**src/rtl/hmp_pkg.sv**
```systemverilog
package hmp_pkg;

    typedef enum logic [2:0] {
        ST_IDLE,
        ST_RD_ISSUED,
        ST_RD_CAPTURE,
        ST_RMW_ISSUED,
        ST_RMW_CAPTURE
    } seq_state_e;

endpackage

```
**src/rtl/hmp_strobe_sync.sv**
```systemverilog
module hmp_strobe_sync #(
    parameter int STAGES = 2
) (
    input  logic clk,
    input  logic rst_n,
    input  logic strobe_n,
    output logic fall
);
    localparam int LAST = STAGES - 1;

    logic [STAGES-1:0] chain_d, chain_q;
    logic              prev_d, prev_q;

    generate
        if (STAGES > 1) begin : g_multi
            always_comb chain_d = {chain_q[STAGES-2:0], strobe_n};
        end else begin : g_single
            always_comb chain_d = strobe_n;
        end
    endgenerate

    always_comb begin
        prev_d = chain_q[LAST];
        fall   = prev_q & ~chain_q[LAST];
    end

    always_ff @(posedge clk or negedge rst_n) begin
        if (!rst_n) begin
            chain_q <= '1;
            prev_q  <= 1'b1;
        end else begin
            chain_q <= chain_d;
            prev_q  <= prev_d;
        end
    end

    AST_FALL_ONE_CYCLE: assert property (@(posedge clk) disable iff (!rst_n)
        fall |=> !fall);

endmodule

```
**src/rtl/hmp_lane_steer.sv**
```systemverilog
module hmp_lane_steer #(
    parameter int WORD_W   = 24,
    parameter int NARROW_W = 16
) (
    input  logic                narrow,
    input  logic                upper,
    input  logic [WORD_W-1:0]   mem_word,
    input  logic [NARROW_W-1:0] host_half,
    output logic [WORD_W-1:0]   rd_fmt,
    output logic [WORD_W-1:0]   wr_merge
);
    localparam int UPPER_W = WORD_W - NARROW_W;

    logic [WORD_W-1:0] up_rd, lo_rd, up_wr, lo_wr;

    always_comb begin
        up_rd = {{NARROW_W{1'b0}}, mem_word[WORD_W-1 -: UPPER_W]};
        lo_rd = {{UPPER_W{1'b0}}, mem_word[NARROW_W-1:0]};
        up_wr = {host_half[UPPER_W-1:0], mem_word[NARROW_W-1:0]};
        lo_wr = {mem_word[WORD_W-1 -: UPPER_W], host_half};

        if (!narrow) begin
            rd_fmt   = mem_word;
            wr_merge = mem_word;
        end else if (upper) begin
            rd_fmt   = up_rd;
            wr_merge = up_wr;
        end else begin
            rd_fmt   = lo_rd;
            wr_merge = lo_wr;
        end
    end

endmodule

```
**src/rtl/hmp_access_seq.sv**
```systemverilog
module hmp_access_seq
    import hmp_pkg::*;
#(
    parameter int ADDR_W   = 10,
    parameter int WORD_W   = 24,
    parameter int NARROW_W = 16
) (
    input  logic                clk,
    input  logic                rst_n,
    input  logic                async_mode,
    input  logic                bus_narrow,
    input  logic                upper_sel,
    input  logic [ADDR_W-1:0]   host_addr,
    input  logic [WORD_W-1:0]   bus_i,
    input  logic                rd_fall,
    input  logic                wr_fall,
    input  logic [WORD_W-1:0]   rd_fmt,
    input  logic [WORD_W-1:0]   wr_merge,
    output logic                narrow_q,
    output logic                upper_q,
    output logic [NARROW_W-1:0] host_half_q,
    output logic [WORD_W-1:0]   hold_q,
    output logic                mem_req,
    output logic                mem_we,
    output logic [ADDR_W-1:0]   mem_addr,
    output logic [WORD_W-1:0]   mem_wdata
);
    typedef struct packed {
        seq_state_e          st;
        logic                req;
        logic                we;
        logic [ADDR_W-1:0]   addr;
        logic [WORD_W-1:0]   wdata;
        logic [WORD_W-1:0]   hold;
        logic [NARROW_W-1:0] host;
        logic                narrow;
        logic                upper;
    } seq_regs_t;

    seq_regs_t r_d, r_q;

    always_comb begin
        r_d     = r_q;
        r_d.req = 1'b0;
        r_d.we  = 1'b0;
        case (r_q.st)
            ST_IDLE: begin
                if (async_mode && wr_fall) begin
                    r_d.addr   = host_addr;
                    r_d.narrow = bus_narrow;
                    r_d.upper  = upper_sel;
                    r_d.host   = bus_i[NARROW_W-1:0];
                    r_d.req    = 1'b1;
                    if (bus_narrow) begin
                        r_d.st = ST_RMW_ISSUED;
                    end else begin
                        r_d.we    = 1'b1;
                        r_d.wdata = bus_i;
                    end
                end else if (async_mode && rd_fall) begin
                    r_d.addr   = host_addr;
                    r_d.narrow = bus_narrow;
                    r_d.upper  = upper_sel;
                    r_d.req    = 1'b1;
                    r_d.st     = ST_RD_ISSUED;
                end
            end
            ST_RD_ISSUED:   r_d.st = ST_RD_CAPTURE;
            ST_RD_CAPTURE: begin
                r_d.hold = rd_fmt;
                r_d.st   = ST_IDLE;
            end
            ST_RMW_ISSUED:  r_d.st = ST_RMW_CAPTURE;
            ST_RMW_CAPTURE: begin
                r_d.req   = 1'b1;
                r_d.we    = 1'b1;
                r_d.wdata = wr_merge;
                r_d.st    = ST_IDLE;
            end
            default:        r_d.st = ST_IDLE;
        endcase
    end

    always_ff @(posedge clk or negedge rst_n) begin
        if (!rst_n) begin
            r_q <= '{st: ST_IDLE, default: '0};
        end else begin
            r_q <= r_d;
        end
    end

    always_comb begin
        narrow_q    = r_q.narrow;
        upper_q     = r_q.upper;
        host_half_q = r_q.host;
        hold_q      = r_q.hold;
        mem_req     = r_q.req;
        mem_we      = r_q.we;
        mem_addr    = r_q.addr;
        mem_wdata   = r_q.wdata;
    end

    AST_RD_REQ_PULSE: assert property (@(posedge clk) disable iff (!rst_n)
        (r_q.req && !r_q.we) |=> !r_q.req);

    AST_RMW_PAIR: assert property (@(posedge clk) disable iff (!rst_n)
        (r_q.req && r_q.we && r_q.narrow) |->
            ($past(r_q.req, 2) && !$past(r_q.we, 2) && ($past(r_q.addr, 2) == r_q.addr)));

    AST_MODE_GATE: assert property (@(posedge clk) disable iff (!rst_n)
        ((r_q.st == ST_IDLE) && !async_mode) |=> !r_q.req);

    AST_HOLD_ONLY_ON_READ: assert property (@(posedge clk) disable iff (!rst_n)
        !$stable(r_q.hold) |-> ($past(r_q.st) == ST_RD_CAPTURE));

endmodule

```
**src/rtl/host_mem_port.sv**
```systemverilog
module host_mem_port #(
    parameter int ADDR_W      = 10,
    parameter int WORD_W      = 24,
    parameter int NARROW_W    = 16,
    parameter int SYNC_STAGES = 2
) (
    input  logic              clk,
    input  logic              rst_n,
    input  logic              async_mode,
    input  logic              bus_narrow,
    input  logic              upper_sel,
    input  logic [ADDR_W-1:0] host_addr,
    input  logic              host_rd_n,
    input  logic              host_wr_n,
    input  logic [WORD_W-1:0] bus_i,
    output logic [WORD_W-1:0] bus_o,
    output logic              bus_oe,
    output logic              mem_req,
    output logic              mem_we,
    output logic [ADDR_W-1:0] mem_addr,
    output logic [WORD_W-1:0] mem_wdata,
    input  logic [WORD_W-1:0] mem_rdata
);
    logic                rd_fall, wr_fall;
    logic                narrow_q, upper_q;
    logic [NARROW_W-1:0] host_half_q;
    logic [WORD_W-1:0]   rd_fmt, wr_merge, hold_q;

    hmp_strobe_sync #(.STAGES(SYNC_STAGES)) u_rd_sync (
        .clk(clk), .rst_n(rst_n), .strobe_n(host_rd_n), .fall(rd_fall));

    hmp_strobe_sync #(.STAGES(SYNC_STAGES)) u_wr_sync (
        .clk(clk), .rst_n(rst_n), .strobe_n(host_wr_n), .fall(wr_fall));

    hmp_lane_steer #(.WORD_W(WORD_W), .NARROW_W(NARROW_W)) u_steer (
        .narrow(narrow_q), .upper(upper_q), .mem_word(mem_rdata),
        .host_half(host_half_q), .rd_fmt(rd_fmt), .wr_merge(wr_merge));

    hmp_access_seq #(.ADDR_W(ADDR_W), .WORD_W(WORD_W), .NARROW_W(NARROW_W)) u_seq (
        .clk(clk), .rst_n(rst_n), .async_mode(async_mode),
        .bus_narrow(bus_narrow), .upper_sel(upper_sel), .host_addr(host_addr),
        .bus_i(bus_i), .rd_fall(rd_fall), .wr_fall(wr_fall),
        .rd_fmt(rd_fmt), .wr_merge(wr_merge),
        .narrow_q(narrow_q), .upper_q(upper_q), .host_half_q(host_half_q),
        .hold_q(hold_q), .mem_req(mem_req), .mem_we(mem_we),
        .mem_addr(mem_addr), .mem_wdata(mem_wdata));

    always_comb begin
        bus_o  = hold_q;
        bus_oe = async_mode & ~host_rd_n;
    end

endmodule

```
**config.mk**
```make
export PLATFORM = sky130hd
export DESIGN_NAME = host_mem_port
export DESIGN_NICKNAME = d
export VERILOG_FILES = /design/src/rtl/hmp_pkg.sv /design/src/rtl/hmp_strobe_sync.sv /design/src/rtl/hmp_lane_steer.sv /design/src/rtl/hmp_access_seq.sv /design/src/rtl/host_mem_port.sv
export SDC_FILE = /design/constraint.sdc
export NUM_CORES = 1
export LEC_CHECK = 0
export CAP_MARGIN = 30
export CORE_MARGIN = 3
export CORE_UTILIZATION = 45
export CTS_BUF_LIST = sky130_fd_sc_hd__clkbuf_4
export DETAILED_ROUTE_END_ITERATION = 6
export PLACE_DENSITY_LB_ADDON = 0.12
export SLEW_MARGIN = 15
export SYNTH_ARGS = -nofsm -noshare
export SYNTH_HDL_FRONTEND = slang
export SYNTH_SLANG_ARGS = --single-unit
```
**constraint.sdc**
```tcl
create_clock -name clk -period 1.57 [get_ports clk]
set_input_delay 0.157 -clock clk [delete_from_list [all_inputs] [get_ports clk]]
set_output_delay 0.157 -clock clk [all_outputs]
set_load 0.01 [all_outputs]
```
==> impl_metrics.ini <==
[floorplanning]
die_y_um = 106
die_w_um = 106
initial_core_util_pct = 47.4
core_area_um2 = 9460
pin_count = 126
die-area_um2 = 11200
row_count = 35

[final_layout]
final_util_pct = 62.1
drive_gt1_share_pct = 21.4
final_common_cell = clkdlybuf4s50_1
stdcell_count = 634
n_antenna_cell = 0
finish.net_count = 565
area_growth_pct = 30.9
fill_cells = 810
final_cell_mix = clkdlybuf4s50_1, dfrtp_1, nand2_1

[pwr]
pwr-share-seq_pct = 43.5
p_sw_w = 0.00236
p_clk_share_pct = 16.6
p_leak_nw = 2.76
cellInternalPower_w = 0.00528
powerDensity_nw_per_um2 = 1300
peakVddDrop_uv = 654
netSwitchingFraction_pct = 30.9
p_comb_share_pct = 39.9

[sta]
skew_ps = 9.50
fin_crit_sh_pct = 101
period_needed_ps = 1590
grt_setup_unrepaired = yes
slew_viol_final = 0
hold_viol_final = 0
slew_headroom_pct = 68.7
fin_ws_ps = -23.1
tightest_slew_ps = 470
max_freq_mhz = 628
setup_viol = 16
timing.hold.ws_ps = 128

[routing]
routedWlPerCell_um = 16.8
wirelength_um = 10600
vias_per_cell = 5.08
drtAntennaViolNets = 0
drtPass1Iterations = 4
drtIter0Drc = 133
vias = 3219
drc_errors = 0

[clock_network]
cts_tree = yes
cts_made_buffers = 9
cts.sinks = 87
clk_path_buf_depth = 2
clk_pin_slew_ps = 120
htreeDepth = 3
worstSkewPairLatency_ps = 420
cts-root-buf = clkbuf_4

[placed_design]
placedCellCount = 609
hpwl_um = 7490
gp_congestion = 0.827
io_buffers = 125
pre_cts_ws_ps = -152

[synth]
syn_nets = 480
netlist_instances = 415
synthTopCellsByArea = dfrtp_1, mux2_2, buf_4
netlist.top_cell.by_area = dfrtp_1
yosysWarnings = 0
mappedNetlistArea_um2 = 4490
yosysTopAreaCellShare_pct = 45.2
ys_ff_latch = 87
ys_types = 32
synth-seq-area-share_pct = 48.7
avgSynthCellArea_um2 = 10.8

[grt]
grt_pass1_vias = 3276
globalRoute.totalOverflow = 0
grt_pass1_wl_um = 16400
grt_start_max_net_pins = 88
track_usage_pct = 18.5
antenna_found_initial = 0

[outcome]
status = finished with violations
violations = setup timing

[worst_setup_path]
critPathLaunchType = flip-flop
worstPathArrival_ps = 1910
setup.worst_path.end_class = flip-flop
required_ps = 1890
worstSetupPathType = flip-flop to flip-flop
cp_max_fo = 17

[hold_path]
hp-class = input port to flip-flop

[job]
maxCapViolCount = 0
-- path summary, 6_finish.rpt --
kind                                      start              endpoint  slack (ps)  cells past startpoint
max in group asynchronous                 rst_n      u_wr_sync.prev_q         890                      3
setup / recovery           u_wr_sync.chain_q[1]   u_seq.mem_wdata[11]         -20                      4
setup reg to reg           u_wr_sync.chain_q[1]   u_seq.mem_wdata[11]         -20                      4
min in group asynchronous                 rst_n   u_seq.mem_wdata[20]         280                      3
hold / removal                        host_wr_n  u_wr_sync.chain_q[0]         130                      1
hold reg to reg            u_wr_sync.chain_q[0]  u_wr_sync.chain_q[1]         370                      0
-- synth_stat cells --
library cell and n:
dfrtp_1 81, buf_4 63, nand2_1 48, mux2_2 44, mux2i_1 24, o21ai_0 21
inv_1 18, nand4b_1 16, o221ai_1 16, clkbuf_1 12, nor2_1 10, a221oi_1 8
nand2b_1 8, or3_1 8, buf_2 7, dfstp_2 6, nor2b_1 4, o21ai_1 4
and3_1 2, buf_6 2, nor3_1 2, a21oi_1 1, a31oi_1 1, and4bb_1 1
buf_1 1, clkbuf_2 1, nand2_2 1, nor2_2 1, o211ai_1 1, o21ai_4 1
or2_2 1, or3b_1 1
-- power groups by stage --
| stage | sequential (W) | clock (W) | combinational [W] |
|---|---|---|---|
| finish | 0.00333 | 0.00127 | 0.00305 |
| global route | 0.00342 | 0.00139 | 0.00331 |
| CTS | 0.00334 | 0.00131 | 0.00304 |
| detailed placement | 0.00339 | 0 | 0.00303 |
| global placement | 0.00335 | 0 | 0.00298 |
| floorplan | 0.00325 | 0 | 0.00216 |
-- flip-flops by register name, summed over array words and instances (netlist names) --
name and flops:
u_wr_sync.prev_q 1, u_rd_sync.prev_q 1, u_seq.upper_q 1, u_seq.host_half_q 16, u_wr_sync.chain_q 2, u_rd_sync.chain_q 2
u_seq.mem_req 1, u_seq.hold_q 24, u_seq.r_q 3, u_seq.narrow_q 1, u_seq.mem_wdata 24, u_seq.mem_addr 10
u_seq.mem_we 1
-- cell families (layout without fill, tap and decap cells) --
| kind of cell | after synthesis | count (layout) | synth area share (%) |
|---|---|---|---|
| buffers and inverters | 104 | 194 | 14.5 |
| multiplexers | 68 | 68 | 16.4 |
| AO/OA/AOI/OAI | 53 | 53 | 8.25 |
| flip-flops | 87 | 87 | 48.7 |
| AND/OR/NAND/NOR | 103 | 103 | 12.2 |
-- per-stage QoR --
step           total power (W)  TNS (ps)  instance area (um2)
4_1_cts                0.00770      -501                 5730
3_3_place_gp           0.00634     -2430                 5580
5_1_grt                0.00812     -1720                 5870
2_1_floorplan          0.00541     -1670                 4490
6_report               0.00764      -263                 5870
3_5_place_dp           0.00642     -3170                 5580
-- metal layers --
layer,vias to the layer above,GRT usage (%),part of all wire [%]
li1,1556,-,-
met1,1554,24.7,44
met2,101,29.0,47
met3,8,6.98,8.1
met4,0,3.52,0.85
met5,-,0,0
-- repair_timing --
item / in CTS / in global routing
buffers inserted: 0 / 6
setup endpoints to repair: 33 / 74
hold buffers: 1 / 0
gates cloned: 0 / 2
hold endpoints to repair: 81 / 0
pin swaps: 1 / 2
resized for setup: 2 / 23
-- critical path, stage by stage (launching register included) --
cell	delay, ps
dfstp_2	570
and4bb_1	230
o21ai_4	180
buf_12	170
mux2_2	340
-- final cells by class --
class	count	area, um2	area share, %
well taps	129	161	2.75
clock buffers	12	90.1	1.53
inverters	18	67.6	1.15
repair buffers	160	1660	28.2
multi-input cells	224	1670	28.4
clock inverters	4	46.3	0.788
flip-flops and latches	87	2180	37.2
(Power assumes the default switching activity.)
